### config.mk
export PLATFORM = sky130hd
export DESIGN_NAME = cap_dma_seq
export DESIGN_NICKNAME = d
export VERILOG_FILES = /design/src/rtl/cap_dma_pkg.sv /design/src/rtl/cap_chan_mux.sv /design/src/rtl/cap_edge_pick.sv /design/src/rtl/cap_xfer_ctrl.sv /design/src/rtl/cap_dma_seq.sv
export SDC_FILE = /design/constraint.sdc
export NUM_CORES = 1
export LEC_CHECK = 0
export ABC_AREA = 1
export BUFFER_PORTS_ARGS = -buffer_cell sky130_fd_sc_hd__buf_2
export CAP_MARGIN = 10
export CORE_AREA = 10 10 100 102
export CTS_CLUSTER_SIZE = 30
export DETAILED_ROUTE_END_ITERATION = 16
export DIE_AREA = 0 0 110 112
export SYNTH_ARGS = -nofsm -noshare
export SYNTH_HDL_FRONTEND = slang
export SYNTH_HIERARCHICAL = 1
export SYNTH_SLANG_ARGS = --single-unit
### constraint.sdc
create_clock -name clk -period 3.15 [get_ports clk]
set_input_delay 0.63 -clock clk [delete_from_list [all_inputs] [get_ports clk]]
set_output_delay 0.63 -clock clk [all_outputs]
set_load 0.02 [all_outputs]
### src/rtl/cap_dma_pkg.sv
// Shared types for the capture-to-DMA sequencer.
// Assumes nothing beyond a standard SystemVerilog package scope.
package cap_dma_pkg;
    typedef enum logic [1:0] {
        CM_NONE = 2'd0,
        CM_RISE = 2'd1,
        CM_FALL = 2'd2,
        CM_BOTH = 2'd3
    } cap_mode_e;
endpackage

### src/rtl/cap_chan_mux.sv
// Picks the latch pulses and capture values of one channel of the pair.
// Assumes both channels present their values in the same cycle as the pulse.
module cap_chan_mux #(
    parameter int DATA_W = 16
) (
    input  logic              chan_sel,
    input  logic              ev_rise_lat,
    input  logic              ev_fall_lat,
    input  logic [DATA_W-1:0] ev_rise_val,
    input  logic [DATA_W-1:0] ev_fall_val,
    input  logic              od_rise_lat,
    input  logic              od_fall_lat,
    input  logic [DATA_W-1:0] od_rise_val,
    input  logic [DATA_W-1:0] od_fall_val,
    output logic              sel_rise_lat,
    output logic              sel_fall_lat,
    output logic [DATA_W-1:0] sel_rise_val,
    output logic [DATA_W-1:0] sel_fall_val
);
    // Route the serviced channel to the edge picker.
    always_comb begin
        if (chan_sel) begin
            sel_rise_lat = od_rise_lat;
            sel_fall_lat = od_fall_lat;
            sel_rise_val = od_rise_val;
            sel_fall_val = od_fall_val;
        end else begin
            sel_rise_lat = ev_rise_lat;
            sel_fall_lat = ev_fall_lat;
            sel_rise_val = ev_rise_val;
            sel_fall_val = ev_fall_val;
        end
    end
endmodule

### src/rtl/cap_edge_pick.sv
// Applies the edge mode and the overlap order to the selected channel and
// yields at most one capture event per cycle.
// Assumes latch pulses last one cycle.
module cap_edge_pick
    import cap_dma_pkg::*;
#(
    parameter int DATA_W = 16
) (
    input  logic              clk,
    input  logic              rst_n,
    input  logic              pair_en,
    input  cap_mode_e         mode,
    input  logic              rise_first,
    input  logic              rise_lat,
    input  logic              fall_lat,
    input  logic [DATA_W-1:0] rise_val,
    input  logic [DATA_W-1:0] fall_val,
    output logic              evt_v,
    output logic [DATA_W-1:0] evt_val
);
    logic rise_q;
    logic fall_q;

    // Qualify each edge with its mode bit and the pair enable.
    always_comb begin
        rise_q = pair_en && rise_lat && (mode == CM_RISE || mode == CM_BOTH);
        fall_q = pair_en && fall_lat && (mode == CM_FALL || mode == CM_BOTH);
    end

    // Choose one value; on an overlap the edge first in order wins.
    always_comb begin
        evt_v = rise_q || fall_q;
        if (rise_q && fall_q)
            evt_val = rise_first ? rise_val : fall_val;
        else if (rise_q)
            evt_val = rise_val;
        else
            evt_val = fall_val;
    end


    mode_none_chk: assert property (@(posedge clk) disable iff (!rst_n)
        (mode == CM_NONE) |-> !evt_v);


    overlap_order_chk: assert property (@(posedge clk) disable iff (!rst_n)
        (pair_en && mode == CM_BOTH && rise_lat && fall_lat)
            |-> (evt_val == (rise_first ? rise_val : fall_val)));
endmodule

### src/rtl/cap_xfer_ctrl.sv
// Holding register, one-deep pending slot and DMA request handshake.
// Assumes the DMA samples the data bus in the cycle it acknowledges.
module cap_xfer_ctrl #(
    parameter int DATA_W = 16
) (
    input  logic              clk,
    input  logic              rst_n,
    input  logic              pair_en,
    input  logic              evt_v,
    input  logic [DATA_W-1:0] evt_val,
    input  logic              dma_ack,
    output logic              dma_req,
    output logic [DATA_W-1:0] dma_data
);
    logic              pend_v;
    logic [DATA_W-1:0] pend_val;

    // Advance the handshake, load the holding register and manage the pending slot.
    always_ff @(posedge clk) begin
        if (!rst_n) begin
            dma_req  <= 1'b0;
            dma_data <= '0;
            pend_v   <= 1'b0;
            pend_val <= '0;
        end else if (!pair_en) begin
            dma_req <= 1'b0;
            pend_v  <= 1'b0;
        end else if (!dma_req) begin
            if (evt_v) begin
                dma_data <= evt_val;
                dma_req  <= 1'b1;
            end
        end else if (dma_ack) begin
            if (pend_v) begin
                dma_data <= pend_val;
                pend_v   <= evt_v;
                if (evt_v)
                    pend_val <= evt_val;
            end else if (evt_v) begin
                dma_data <= evt_val;
            end else begin
                dma_req <= 1'b0;
            end
        end else if (evt_v && !pend_v) begin
            pend_v   <= 1'b1;
            pend_val <= evt_val;
        end
    end


    req_hold_chk: assert property (@(posedge clk) disable iff (!rst_n)
        (dma_req && !dma_ack && pair_en) |=> dma_req);


    data_stable_chk: assert property (@(posedge clk) disable iff (!rst_n)
        (dma_req && !dma_ack && pair_en) |=> $stable(dma_data));


    dis_clear_chk: assert property (@(posedge clk) disable iff (!rst_n)
        !pair_en |=> (!dma_req && !pend_v));


    idle_load_chk: assert property (@(posedge clk) disable iff (!rst_n)
        (!dma_req && pair_en && evt_v) |=> (dma_req && dma_data == $past(evt_val)));


    ack_drop_chk: assert property (@(posedge clk) disable iff (!rst_n)
        (dma_req && dma_ack && pair_en && !pend_v && !evt_v) |=> !dma_req);
endmodule

### src/rtl/cap_dma_seq.sv
// Top of the capture-to-DMA sequencer: channel select, edge pick, transfer control.
// Assumes all inputs are synchronous to clk.
module cap_dma_seq
    import cap_dma_pkg::*;
#(
    parameter int DATA_W = 16
) (
    input  logic              clk,
    input  logic              rst_n,
    input  logic              pair_en,
    input  logic              chan_sel,
    input  logic [1:0]        cap_mode,
    input  logic              rise_first,
    input  logic              ev_rise_lat,
    input  logic              ev_fall_lat,
    input  logic [DATA_W-1:0] ev_rise_val,
    input  logic [DATA_W-1:0] ev_fall_val,
    input  logic              od_rise_lat,
    input  logic              od_fall_lat,
    input  logic [DATA_W-1:0] od_rise_val,
    input  logic [DATA_W-1:0] od_fall_val,
    input  logic              dma_ack,
    output logic              dma_req,
    output logic [DATA_W-1:0] dma_data
);
    logic              s_rise_lat;
    logic              s_fall_lat;
    logic [DATA_W-1:0] s_rise_val;
    logic [DATA_W-1:0] s_fall_val;
    logic              evt_v;
    logic [DATA_W-1:0] evt_val;

    cap_chan_mux #(.DATA_W(DATA_W)) mux_i (
        .chan_sel     (chan_sel),
        .ev_rise_lat  (ev_rise_lat),
        .ev_fall_lat  (ev_fall_lat),
        .ev_rise_val  (ev_rise_val),
        .ev_fall_val  (ev_fall_val),
        .od_rise_lat  (od_rise_lat),
        .od_fall_lat  (od_fall_lat),
        .od_rise_val  (od_rise_val),
        .od_fall_val  (od_fall_val),
        .sel_rise_lat (s_rise_lat),
        .sel_fall_lat (s_fall_lat),
        .sel_rise_val (s_rise_val),
        .sel_fall_val (s_fall_val)
    );

    cap_edge_pick #(.DATA_W(DATA_W)) pick_i (
        .clk        (clk),
        .rst_n      (rst_n),
        .pair_en    (pair_en),
        .mode       (cap_mode_e'(cap_mode)),
        .rise_first (rise_first),
        .rise_lat   (s_rise_lat),
        .fall_lat   (s_fall_lat),
        .rise_val   (s_rise_val),
        .fall_val   (s_fall_val),
        .evt_v      (evt_v),
        .evt_val    (evt_val)
    );

    cap_xfer_ctrl #(.DATA_W(DATA_W)) xfer_i (
        .clk      (clk),
        .rst_n    (rst_n),
        .pair_en  (pair_en),
        .evt_v    (evt_v),
        .evt_val  (evt_val),
        .dma_ack  (dma_ack),
        .dma_req  (dma_req),
        .dma_data (dma_data)
    );


    sel_idle_chk: assert property (@(posedge clk) disable iff (!rst_n)
        (!dma_req && pair_en && !(chan_sel ? (od_rise_lat || od_fall_lat)
                                           : (ev_rise_lat || ev_fall_lat))) |=> !dma_req);
endmodule

==> impl_metrics.csv, run 1 <==
group,metric,value,unit
sta,fin_crit,2.31,ns
yosys,synth_area,3070,um^2
placed_design,gp_congestion,0.800,
grt,grt_start_max_net_pins,35,
detailed_routing,wl_met3,616,um
power_and_ir_drop,ir_drop,0.000146,V
sta,fin_tns_setup,0,ns
clocking,cts_tree,"yes",
critical_path,start_kind,"input pin",
clocking,htree_levels,2,
floorplanning,initial_core_util,38.1,%
detailed_routing,wirelength,8510,um
clocking,cts_inserted_buffers,5,
clocking,cts_sinks,34,
clocking,clk_pin_slew,0.07,ns
cells_and_area,final_net_count,681,
yosys,ys_types,26,
critical_path,r2r_slack,1.74,ns
detailed_routing,wl_per_cell,12.0,um
yosys,yosysTopAreaCell,"nand2_1",
detailed_routing,m1WireLength,4290,um
sta,holdWs,0.479,ns
worst_hold_path,hp-class,"flip-flop to flip-flop",
sta,fin_crit_sh,73.3,%
detailed_routing,drc_errors,0,
grt,grt_use_total,13.3,%
cells_and_area,layout_common_cells,"257 x nand2_1, 92 x buf_2, 52 x inv_1",
power_and_ir_drop,p_per_area,326,nW/um^2
floorplanning,die_h,112,um
sta,finalMaxSlewViolations,0,
detailed_routing,dr_wl_met2,3520,um
yosys,ys_ff_latch,34,
critical_path,cp_max_fo,34,
grt,grt_pass1_wl,13900,um
yosys,ys_seq_area_share,22.2,%
critical_path,crit_type,"input pin to flip-flop",
clocking,post_cts_buffers,0,
yosys,synth_top_area_share,31.5,%
yosys,synth.avg_cell_area,5.73,um^2
grt,grt_remaining_overflow,0,
sta,worst_slew_pin_slew,0.711,ns
sta,hold_violations,0,
yosys,synthTopCellsByArea,"nand2_1 31%, dfxtp_1 22%, inv_1 6.4%",
cells_and_area,n_antenna_cell,0,
placed_design,post-dp-hpwl,6400,um
yosys,synthCells,535,
detailed_routing,avgViaCountPerCell,4.56,
floorplanning,boundaryPins,93,
detailed_routing,routed.top_layer,"met4",
cells_and_area,final_common_cell,"nand2_1",
power_and_ir_drop,leakage,2.02,nW
sta,grt_setup_unrepaired,"false",
detailed_routing,vias,3242,
critical_path,end_kind,"flip-flop",
cells_and_area,syn2layout_area_growth,14.4,%
placed_design,io_buffers,92,
floorplanning,die_w,110,um
sta,skew,0.00162,ns
detailed_routing,drt-pass1-iter-count,4,
sta,relSlewSlack,52.5,%
detailed_routing,first_iter_violations,162,
sta,clock.fmax,433,MHz
run_status,status,"completed",
critical_path,worstPathRequired,3.29,ns
sta,finalSetupViolations,0,
clocking,clk_latency,0.28,ns
grt,grt_pass1_vias,3000,
floorplanning,die_area,12300,um^2
clocking,ctsRootBufferMaster,"clkbuf_8",
clocking,cts_hold_buf,0,
grt,antenna_found_initial,0,
yosys,synth_warnings,6,
cells_and_area,drive_gt1_share,23.4,%
clocking,cts_resized,0,
critical_path,critPathArrivalTime,2.45,ns
clocking,clockBufferDepth,2,
detailed_routing,ant_nets,0,
run,maxCapViolCount,0,
yosys,synth_fp_nets,611,
floorplanning,core_area,8050,um^2
floorplanning,fp-row-count,33,
-- Yosys cell counts --
master and instances:
a31oi_1 1, inv_8 1, inv_4 1, buf_6 15, nand2_4 5, buf_8 2, dfxtp_1 34, buf_2 10
clkbuf_1 1, clkinv_1 1, buf_4 5, inv_2 1, a21oi_1 23, a21oi_2 10, nand3_1 32, nand2_2 14
nand3_4 2, nand2_1 257, nor2_8 1, nand4_4 1, o21ai_0 16, nor2_4 1, inv_1 52, nand4_1 16
nand3_2 1, nor2_1 32
-- where the power goes --
| group | switching [mW] | leakage, nW | total, mW | internal (mW) |
|---|---|---|---|---|
| registers | 0.00843 | 0.275 | 0.449 | 0.441 |
| logic | 0.199 | 1.69 | 0.316 | 0.117 |
| clock network | 0.156 | 0.0575 | 0.377 | 0.221 |
-- worst paths after layout --
check	cells after the start	from	endpoint
worst max-delay path	11	chan_sel	xfer_i/dma_data[11]$_SDFFE_PN0P_
worst min-delay path	2	xfer_i/dma_data[1]$_SDFFE_PN0P_	xfer_i/dma_data[1]$_SDFFE_PN0P_
worst max register to register	5	xfer_i/pend_v$_SDFFE_PN0P_	xfer_i/pend_val[11]$_SDFFE_PN0P_
worst min register to register	2	xfer_i/dma_data[1]$_SDFFE_PN0P_	xfer_i/dma_data[1]$_SDFFE_PN0P_
-- area by class of cell --
cell class                      count  area, um^2
Clock buffer                        8         110
Multi-Input combinational cell    412        1880
Timing Repair Buffer               96         490
Inverter                           56         220
Sequential cell                    34         681
Tap cell                          105         131
Fill cell                         944        4540
-- routing by layer --
layer / up-vias / track usage (%)
li1: 1784 / -
met1: 1345 / 19.0
met2: 106 / 19.3
met3: 7 / 2.94
met4: 0 / 3.82
met5: - / 0
-- worst max-delay path: stages --
cell	delay, ns
buf_2	0.15
inv_8	0.17
nand2_1	0.07
nand2_1	0.12
nand3_4	0.20
nand2_1	0.23
clkinv_1	0.46
nand2_1	0.19
nand3_1	0.08
nand2_1	0.09
a21oi_2	0.05
-- registers in the layout, summed over array words and instances (netlist names) --
register,flops
xfer_i/dma_req,1
xfer_i/dma_data,16
xfer_i/pend_val,16
xfer_i/pend_v,1
-- cell families (layout without fill, tap and decap cells) --
group / Yosys count / after routing / synth area share [%]
compound gates: 50 / 50 / 9.42
buf+inv: 89 / 160 / 16.6
flops: 34 / 34 / 22.2
simple gates: 362 / 362 / 51.7
-- through the flow --
stage | utilization [%] | cells | instance area [um^2] | setup WS [ns] | power, mW
after floorplan | - | 535 | 3070 | 0.937 | 0.693
after global placement | 42.2 | 703 | 3400 | 0.597 | 0.775
after detailed placement | 42.2 | 703 | 3400 | 0.522 | 0.778
after CTS | 43.6 | 711 | 3510 | 0.828 | 1.16
after global routing | 43.6 | 711 | 3510 | 0.570 | 1.22
final | 43.6 | 711 | 3510 | 0.841 | 1.14
(Power assumes the default switching activity.)
==> inputs of run 2 (changes only) <==
==> constraint.sdc (replaced) <==
create_clock -name clk -period 2.3 [get_ports clk]
set_input_delay 0.46 -clock clk [delete_from_list [all_inputs] [get_ports clk]]
set_output_delay 0.46 -clock clk [all_outputs]
set_load 0.02 [all_outputs]
==> run 2 against run 1 <==
Effect of this change: clock skew up 0.0014 ns; wire length up 2.9%; highest routed layer unchanged; largest cell class unchanged; global-route usage up 0.41 points; sequential power up 37%; critical path type unchanged; sequential share of layout area down 0.062 points; clock-buffer cell count down 1; hold slack better by 0.0016 ns; register-to-register slack worse by 0.83 ns; die area unchanged.
==> impl_metrics.csv, run 2 (synthesized netlist as in run 1, its figures left out) <==
group,metric,value,unit
power_and_ir_drop,p_int,0.979,mW
cells_and_area,final_cells,716,
critical_path,slowest_delay,0.25,ns
sta,finalSetupViolations,0,
sta,clock.fmax,550,MHz
sta,fin_crit_sh,79.0,%
grt,grt_remaining_overflow,0,
power_and_ir_drop,combPwrFrac,30.3,%
critical_path,critPathSlowestCell,"buf_4",
grt,grt_pass1_wl,14400,um
detailed_routing,wirelength,8750,um
cells_and_area,seqCellArea,681,um^2
cells_and_area,syn2layout_area_growth,14.8,%
detailed_routing,drc_errors,0,
clocking,clk_latency,0.28,ns
power_and_ir_drop,swShare,33.4,%
worst_hold_path,hold_depth,2,
cells_and_area,final_util,43.7,%
critical_path,rr_startpoint,"xfer_i/dma_req$_SDFF_PN0_",
power_and_ir_drop,power.switching,0.491,mW
grt,grt_pass1_vias,3101,
clocking,htree_levels,2,
sta,hold_violations,0,
clocking,cts_tree,"yes",
floorplanning,die_h,112,um
critical_path,r2r_slack,0.91,ns
floorplanning,die_area,12300,um^2
clocking,cts_sinks,34,
cells_and_area,design_area,3520,um^2
critical_path,crit_type,"input pin to flip-flop",
critical_path,crit_cells,12,
grt,grt_use_met1,19.3,%
cells_and_area,n_antenna_cell,0,
critical_path,crit_chain,"buf_2 > nand2_1 > nand2_1 > nand3_4 > nand2_1 > nand2_1 > nand2_2 > nand4_4 > buf_4 > nand2_1 > nand2_1 > nor2_1",
critical_path,crit_family,"simple AND/OR/NAND/NOR gates",
floorplanning,core_area,8050,um^2
power_and_ir_drop,ir_drop,0.000219,V
worst_hold_path,holdCritStartpoint,"xfer_i/dma_data[12]$_SDFFE_PN0P_",
sta,relSlewSlack,51.2,%
detailed_routing,drt-pass1-iter-count,4,
worst_hold_path,hp-class,"flip-flop to flip-flop",
grt,grt_use_met3,3.29,%
cells_and_area,multi_input_area,1880,um^2
floorplanning,die_w,110,um
grt,top_usage_layer,"met2",
clocking,clockBufferDepth,2,
sta,worst_slew_pin_slew,0.731,ns
detailed_routing,ant_nets,0,
power_and_ir_drop,p_per_area,418,nW/um^2
grt,antenna_found_initial,0,
clocking,cts_hold_buf,0,
cells_and_area,final_common_cell,"nand2_1",
grt,grt_use_total,13.7,%
placed_design,post-dp-hpwl,6660,um
cells_and_area,layout_common_cells,"257 x nand2_1, 92 x buf_2, 52 x inv_1",
detailed_routing,first_iter_violations,118,
clocking,ctsRootBufferMaster,"clkbuf_8",
sta,skew,0.00302,ns
detailed_routing,vias,3294,
sta,grt_setup_unrepaired,"false",
grt,grt.met2_usage,20.6,%
power_and_ir_drop,seqPwrFrac,41.9,%
critical_path,cp_max_fo,32,
clocking,cts_resized,0,
power_and_ir_drop,p_total,1.47,mW
critical_path,rr_endpoint,"xfer_i/dma_data[0]$_SDFFE_PN0P_",
sta,fin_tns_setup,0,ns
critical_path,crit_top_cell,"nand2_1",
floorplanning,boundaryPins,93,
detailed_routing,avgViaCountPerCell,4.60,
grt,grt_start_max_net_pins,33,
power_and_ir_drop,power_frac_clock,27.8,%
placed_design,gp_congestion,0.796,
cells_and_area,fill_cells,912,
worst_hold_path,hold_end,"xfer_i/dma_data[12]$_SDFFE_PN0P_",
clocking,post_cts_buffers,0,
critical_path,cp_num_buf_inv,2,
run,maxCapViolCount,0,
critical_path,start_kind,"input pin",
clocking,cts_inserted_buffers,5,
critical_path,worstPathRequired,2.52,ns
critical_path,end_kind,"flip-flop",
critical_path,critPathArrivalTime,2.03,ns
cells_and_area,final_net_count,687,
placed_design,io_buffers,92,
clocking,clk_pin_slew,0.06,ns
floorplanning,fp-row-count,33,
cells_and_area,drive_gt1_share,23.7,%
placed_design,post-place-cells,709,
placed_design,placedInstanceArea,3440,um^2
critical_path,r2r_cells,5,
sta,fin_crit,1.82,ns
power_and_ir_drop,leakage,2.03,nW
detailed_routing,wl_per_cell,12.2,um
run_status,status,"completed",
sta,finalMaxSlewViolations,0,
cells_and_area,top_regs,"xfer_i/dma_data: 16 flops, xfer_i/pend_val: 16 flops",
floorplanning,initial_core_util,38.1,%
[run 2: cell count changes in the layout (fill, tap and decap cells not counted)]
cell | before | now
buf_4 | 4 | 10
clkbuf_8 | 8 | 5
clkbuf_1 | 0 | 2
[run 2: worst max path at each step]
stage / start / endpoint
4_1_cts: chan_sel / xfer_i/pend_val[5]$_SDFFE_PN0P_
3_5_place_dp: chan_sel / xfer_i/pend_val[5]$_SDFFE_PN0P_
5_1_grt: chan_sel / xfer_i/pend_val[12]$_SDFFE_PN0P_
3_3_place_gp: chan_sel / xfer_i/dma_data[8]$_SDFFE_PN0P_
6_report: chan_sel / xfer_i/pend_val[15]$_SDFFE_PN0P_
2_1_floorplan: chan_sel / xfer_i/dma_data[11]$_SDFFE_PN0P_
[run 2: area by class of cell]
type	count	share of cell area, %
sequential	34	19.3
timing repair buffer	102	15.2
clock buffer	7	2.17
tap	105	3.73
inverter	56	6.26
multi-input combinational	412	53.3
[run 2: per-stage QoR]
| stage | hold slack (ns) | worst slack (ns) |
|---|---|---|
| 6_report | 0.481 | 0.482 |
| 5_1_grt | 0.512 | 0.288 |
| 4_1_cts | 0.485 | 0.500 |
| 3_5_place_dp | 0.475 | 0.211 |
| 3_3_place_gp | 0.466 | 0.257 |
| 2_1_floorplan | 0.495 | 0.257 |
[run 2: tightest hold or removal path, cell delays in order, from the launching register on]
cell,delay (ns)
dfxtp_1,0.32
nand2_1,0.06
a21oi_1,0.05
[run 2: routing by layer]
layer	part of all wire (%)	routed length (um)	up-vias
li1	-	-	1789
met1	51	4420	1393
met2	41	3630	108
met3	7.3	639	4
met4	0.73	64	0
met5	0	0	-
[run 2: power groups by stage]
stage          logic [mW]  clock network [mW]  registers, mW
2_1_floorplan       0.307                   0          0.642
3_3_place_gp        0.443                   0          0.629
3_5_place_dp        0.446                   0          0.629
4_1_cts             0.448               0.423          0.616
5_1_grt             0.503               0.446          0.618
6_report            0.445               0.409          0.616
==> inputs of run 3 (changes only) <==
--- a/config.mk
+++ b/config.mk
@@ -5,13 +5,13 @@
 export SDC_FILE = /design/constraint.sdc
 export NUM_CORES = 1
 export LEC_CHECK = 0
-export ABC_AREA = 1
+export ABC_AREA = 0
 export BUFFER_PORTS_ARGS = -buffer_cell sky130_fd_sc_hd__buf_2
 export CAP_MARGIN = 10
-export CORE_AREA = 10 10 100 102
+export CORE_AREA = 10 10 90 92
 export CTS_CLUSTER_SIZE = 30
 export DETAILED_ROUTE_END_ITERATION = 16
-export DIE_AREA = 0 0 110 112
+export DIE_AREA = 0 0 100 102
 export SYNTH_ARGS = -nofsm -noshare
 export SYNTH_HDL_FRONTEND = slang
 export SYNTH_HIERARCHICAL = 1
==> constraint.sdc (replaced) <==
create_clock -name clk -period 1.89 [get_ports clk]
set_input_delay 0.378 -clock clk [delete_from_list [all_inputs] [get_ports clk]]
set_output_delay 0.378 -clock clk [all_outputs]
set_load 0.02 [all_outputs]
==> run 3 against run 2 <==
Effect of this change: clock power increased by 35%; wire length down 22%; utilization rose by 5.6 points; largest cell class unchanged; area after synthesis decreased by 22%; sequential cell count is the same; non-clock buffer count increased by 8; cell area is 12% lower; synthesized cell count decreased by 56%; critical endpoint is now xfer_i/dma_data[14]$_SDFFE_PN0P_.
==> impl_metrics.csv, run 3 <==
group,metric,value,unit
grt,grt_use_total,13.1,%
power_and_ir_drop,p_per_area,565,nW/um^2
worst_hold_path,hp-class,"input pin to flip-flop",
run_status,status,"completed",
yosys,synth_warnings,6,
clocking,htree_levels,2,
critical_path,critPathArrivalTime,1.87,ns
detailed_routing,wirelength,6850,um
critical_path,r2r_slack,0.45,ns
detailed_routing,drc_errors,0,
floorplanning,boundaryPins,93,
detailed_routing,avgViaCountPerCell,5.13,
cells_and_area,final_util,49.4,%
sta,hold_violations,0,
sta,relSlewSlack,64.5,%
sta,clock.fmax,592,MHz
yosys,synthCells,237,
floorplanning,core_area,6280,um^2
critical_path,rr_endpoint,"xfer_i/dma_data[14]$_SDFFE_PN0P_",
yosys,synth_area,2390,um^2
placed_design,gp_congestion,0.762,
clocking,ctsRootBufferMaster,"clkbuf_8",
critical_path,start_kind,"input pin",
sta,finalMaxSlewViolations,0,
yosys,synth_ff_type,"dfxtp_1",
placed_design,post-dp-hpwl,5350,um
sta,worst_slew_pin_slew,0.532,ns
sta,grt_setup_unrepaired,"false",
grt,grt_start_max_net_pins,34,
grt,antenna_found_initial,0,
cells_and_area,syn2layout_area_growth,29.4,%
clocking,cts_resized,0,
clocking,post_cts_buffers,0,
detailed_routing,drt-pass1-iter-count,4,
placed_design,post-place-cells,405,
grt,grt_pass1_vias,2282,
cells_and_area,final_common_cell,"buf_2",
run,maxCapViolCount,0,
clocking,clk_pin_slew,0.07,ns
detailed_routing,wl_per_cell,16.6,um
cells_and_area,n_antenna_cell,0,
critical_path,endpoint,"xfer_i/dma_data[14]$_SDFFE_PN0P_",
clocking,cts_sinks,34,
critical_path,r2r_cells,5,
clocking,cts_tree,"yes",
sta,finalSetupViolations,0,
floorplanning,die_area,10200,um^2
yosys,ys_ff_latch,34,
critical_path,crit_type,"input pin to flip-flop",
floorplanning,initial_core_util,38.1,%
sta,fin_tns_setup,0,ns
sta,fin_crit_sh,89.4,%
cells_and_area,design_area,3100,um^2
yosys,synth_most_common_cell,"mux2_4",
sta,skew,0.00169,ns
cells_and_area,top_regs,"xfer_i/dma_data: 16 flops, xfer_i/pend_val: 16 flops",
power_and_ir_drop,p_total,1.75,mW
power_and_ir_drop,ir_drop,0.000435,V
critical_path,rr_startpoint,"xfer_i/pend_v$_SDFFE_PN0P_",
critical_path,end_kind,"flip-flop",
cells_and_area,drive_gt1_share,54.8,%
yosys,synth_commonest_cells,"40 x mux2_4, 37 x nand2_1, 34 x dfxtp_1",
detailed_routing,vias,2118,
grt,grt_pass1_wl,10900,um
grt,grt_remaining_overflow,0,
floorplanning,die_w,100,um
yosys,synth_edf_count,0,
critical_path,worstPathRequired,2.07,ns
clocking,cts_inserted_buffers,5,
power_and_ir_drop,leakage,1.60,nW
yosys,ys_types,27,
clocking,clk_latency,0.28,ns
detailed_routing,ant_nets,0,
clocking,cts_hold_buf,0,
yosys,synth_top_area_share,28.4,%
sta,fin_crit,1.69,ns
placed_design,io_buffers,92,
cells_and_area,final_cells,413,
cells_and_area,layout_common_cells,"92 x buf_2, 41 x mux2_4, 37 x nand2_1",
cells_and_area,final_net_count,411,
clocking,clockBufferDepth,2,
floorplanning,die_h,102,um
placed_design,placedInstanceArea,3010,um^2
floorplanning,fp-row-count,29,
yosys,yosysTopAreaCell,"dfxtp_1",
yosys,synthTopCellsByArea,"dfxtp_1 28%, mux2_4 25%, nand3_1 6.3%",
yosys,synth.avg_cell_area,10.1,um^2
yosys,ys_seq_area_share,28.4,%
yosys,synth_fp_nets,313,
critical_path,cp_max_fo,9,
detailed_routing,first_iter_violations,88,
yosys,async_reset_ff_share,0,%
critical_path,cp-startpoint,"chan_sel",
-- run 3: changes by cell type in the layout (fill, tap and decap cells not counted), moves of 16 or more --
cell,delta
nand2_1,-220
inv_1,-50
mux2_4,+41
nor2_1,-31
a21oi_1,-20
nand4_1,-16
-- run 3: critical path: stages --
cell	delay, ns
buf_2	0.12
mux2_4	0.21
nand2_4	0.05
o2111ai_4	0.28
buf_12	0.17
mux2_2	0.34
nand2_1	0.06
nand3_1	0.10
o211a_1	0.14
-- run 3: metrics by stage --
stage	setup slack [ns]	hold WS [ns]
2_1_floorplan	-0.0194	0.453
6_report	0.201	0.427
4_1_cts	0.217	0.410
5_1_grt	0.110	0.442
3_5_place_dp	-0.0838	0.462
3_3_place_gp	-0.0659	0.454
-- run 3: area by class of cell --
type,instances,area (um^2)
Sequential cell,34,681
Fill cell,619,3180
Clock inverter,1,5.00
Tap cell,77,96.3
Multi-Input combinational cell,182,1550
Timing Repair Buffer,110,671
Inverter,2,7.51
Clock buffer,7,86.3
-- run 3: where the power goes --
| part | total [mW] | switching [mW] | internal (mW) |
|---|---|---|---|
| combinational | 0.449 | 0.191 | 0.258 |
| sequential | 0.748 | 0.0103 | 0.738 |
| clock | 0.554 | 0.260 | 0.294 |
| total | 1.75 | 0.462 | 1.29 |
-- run 3: worst min path at each step --
stage                                           from                                to  slack [ns]  cells past startpoint
floorplan            xfer_i/pend_val[5]$_SDFFE_PN0P_   xfer_i/pend_val[5]$_SDFFE_PN0P_        0.45                      2
global placement    xfer_i/dma_data[12]$_SDFFE_PN0P_  xfer_i/dma_data[12]$_SDFFE_PN0P_        0.45                      2
detailed placement  xfer_i/dma_data[12]$_SDFFE_PN0P_  xfer_i/dma_data[12]$_SDFFE_PN0P_        0.46                      2
CTS                                          pair_en        xfer_i/pend_v$_SDFFE_PN0P_        0.41                      3
global route                                 pair_en        xfer_i/pend_v$_SDFFE_PN0P_        0.44                      3
finish                                       pair_en        xfer_i/pend_v$_SDFFE_PN0P_        0.43                      3
-- run 3: cells by family after synthesis --
kind of cell           synth area share [%]
AO/OA/AOI/OAI                          19.4
buffers and inverters                  7.11
multiplexers                           29.8
flip-flops                             28.4
AND/OR/NAND/NOR                        14.6
XOR/XNOR                              0.680
-- run 3: layer usage --
layer,GRT usage [%],wire length (um),up-vias
li1,-,-,1050
met1,13.8,2620,1006
met2,24.5,3730,53
met3,3.64,363,9
met4,4.24,127,0
met5,0,0,-
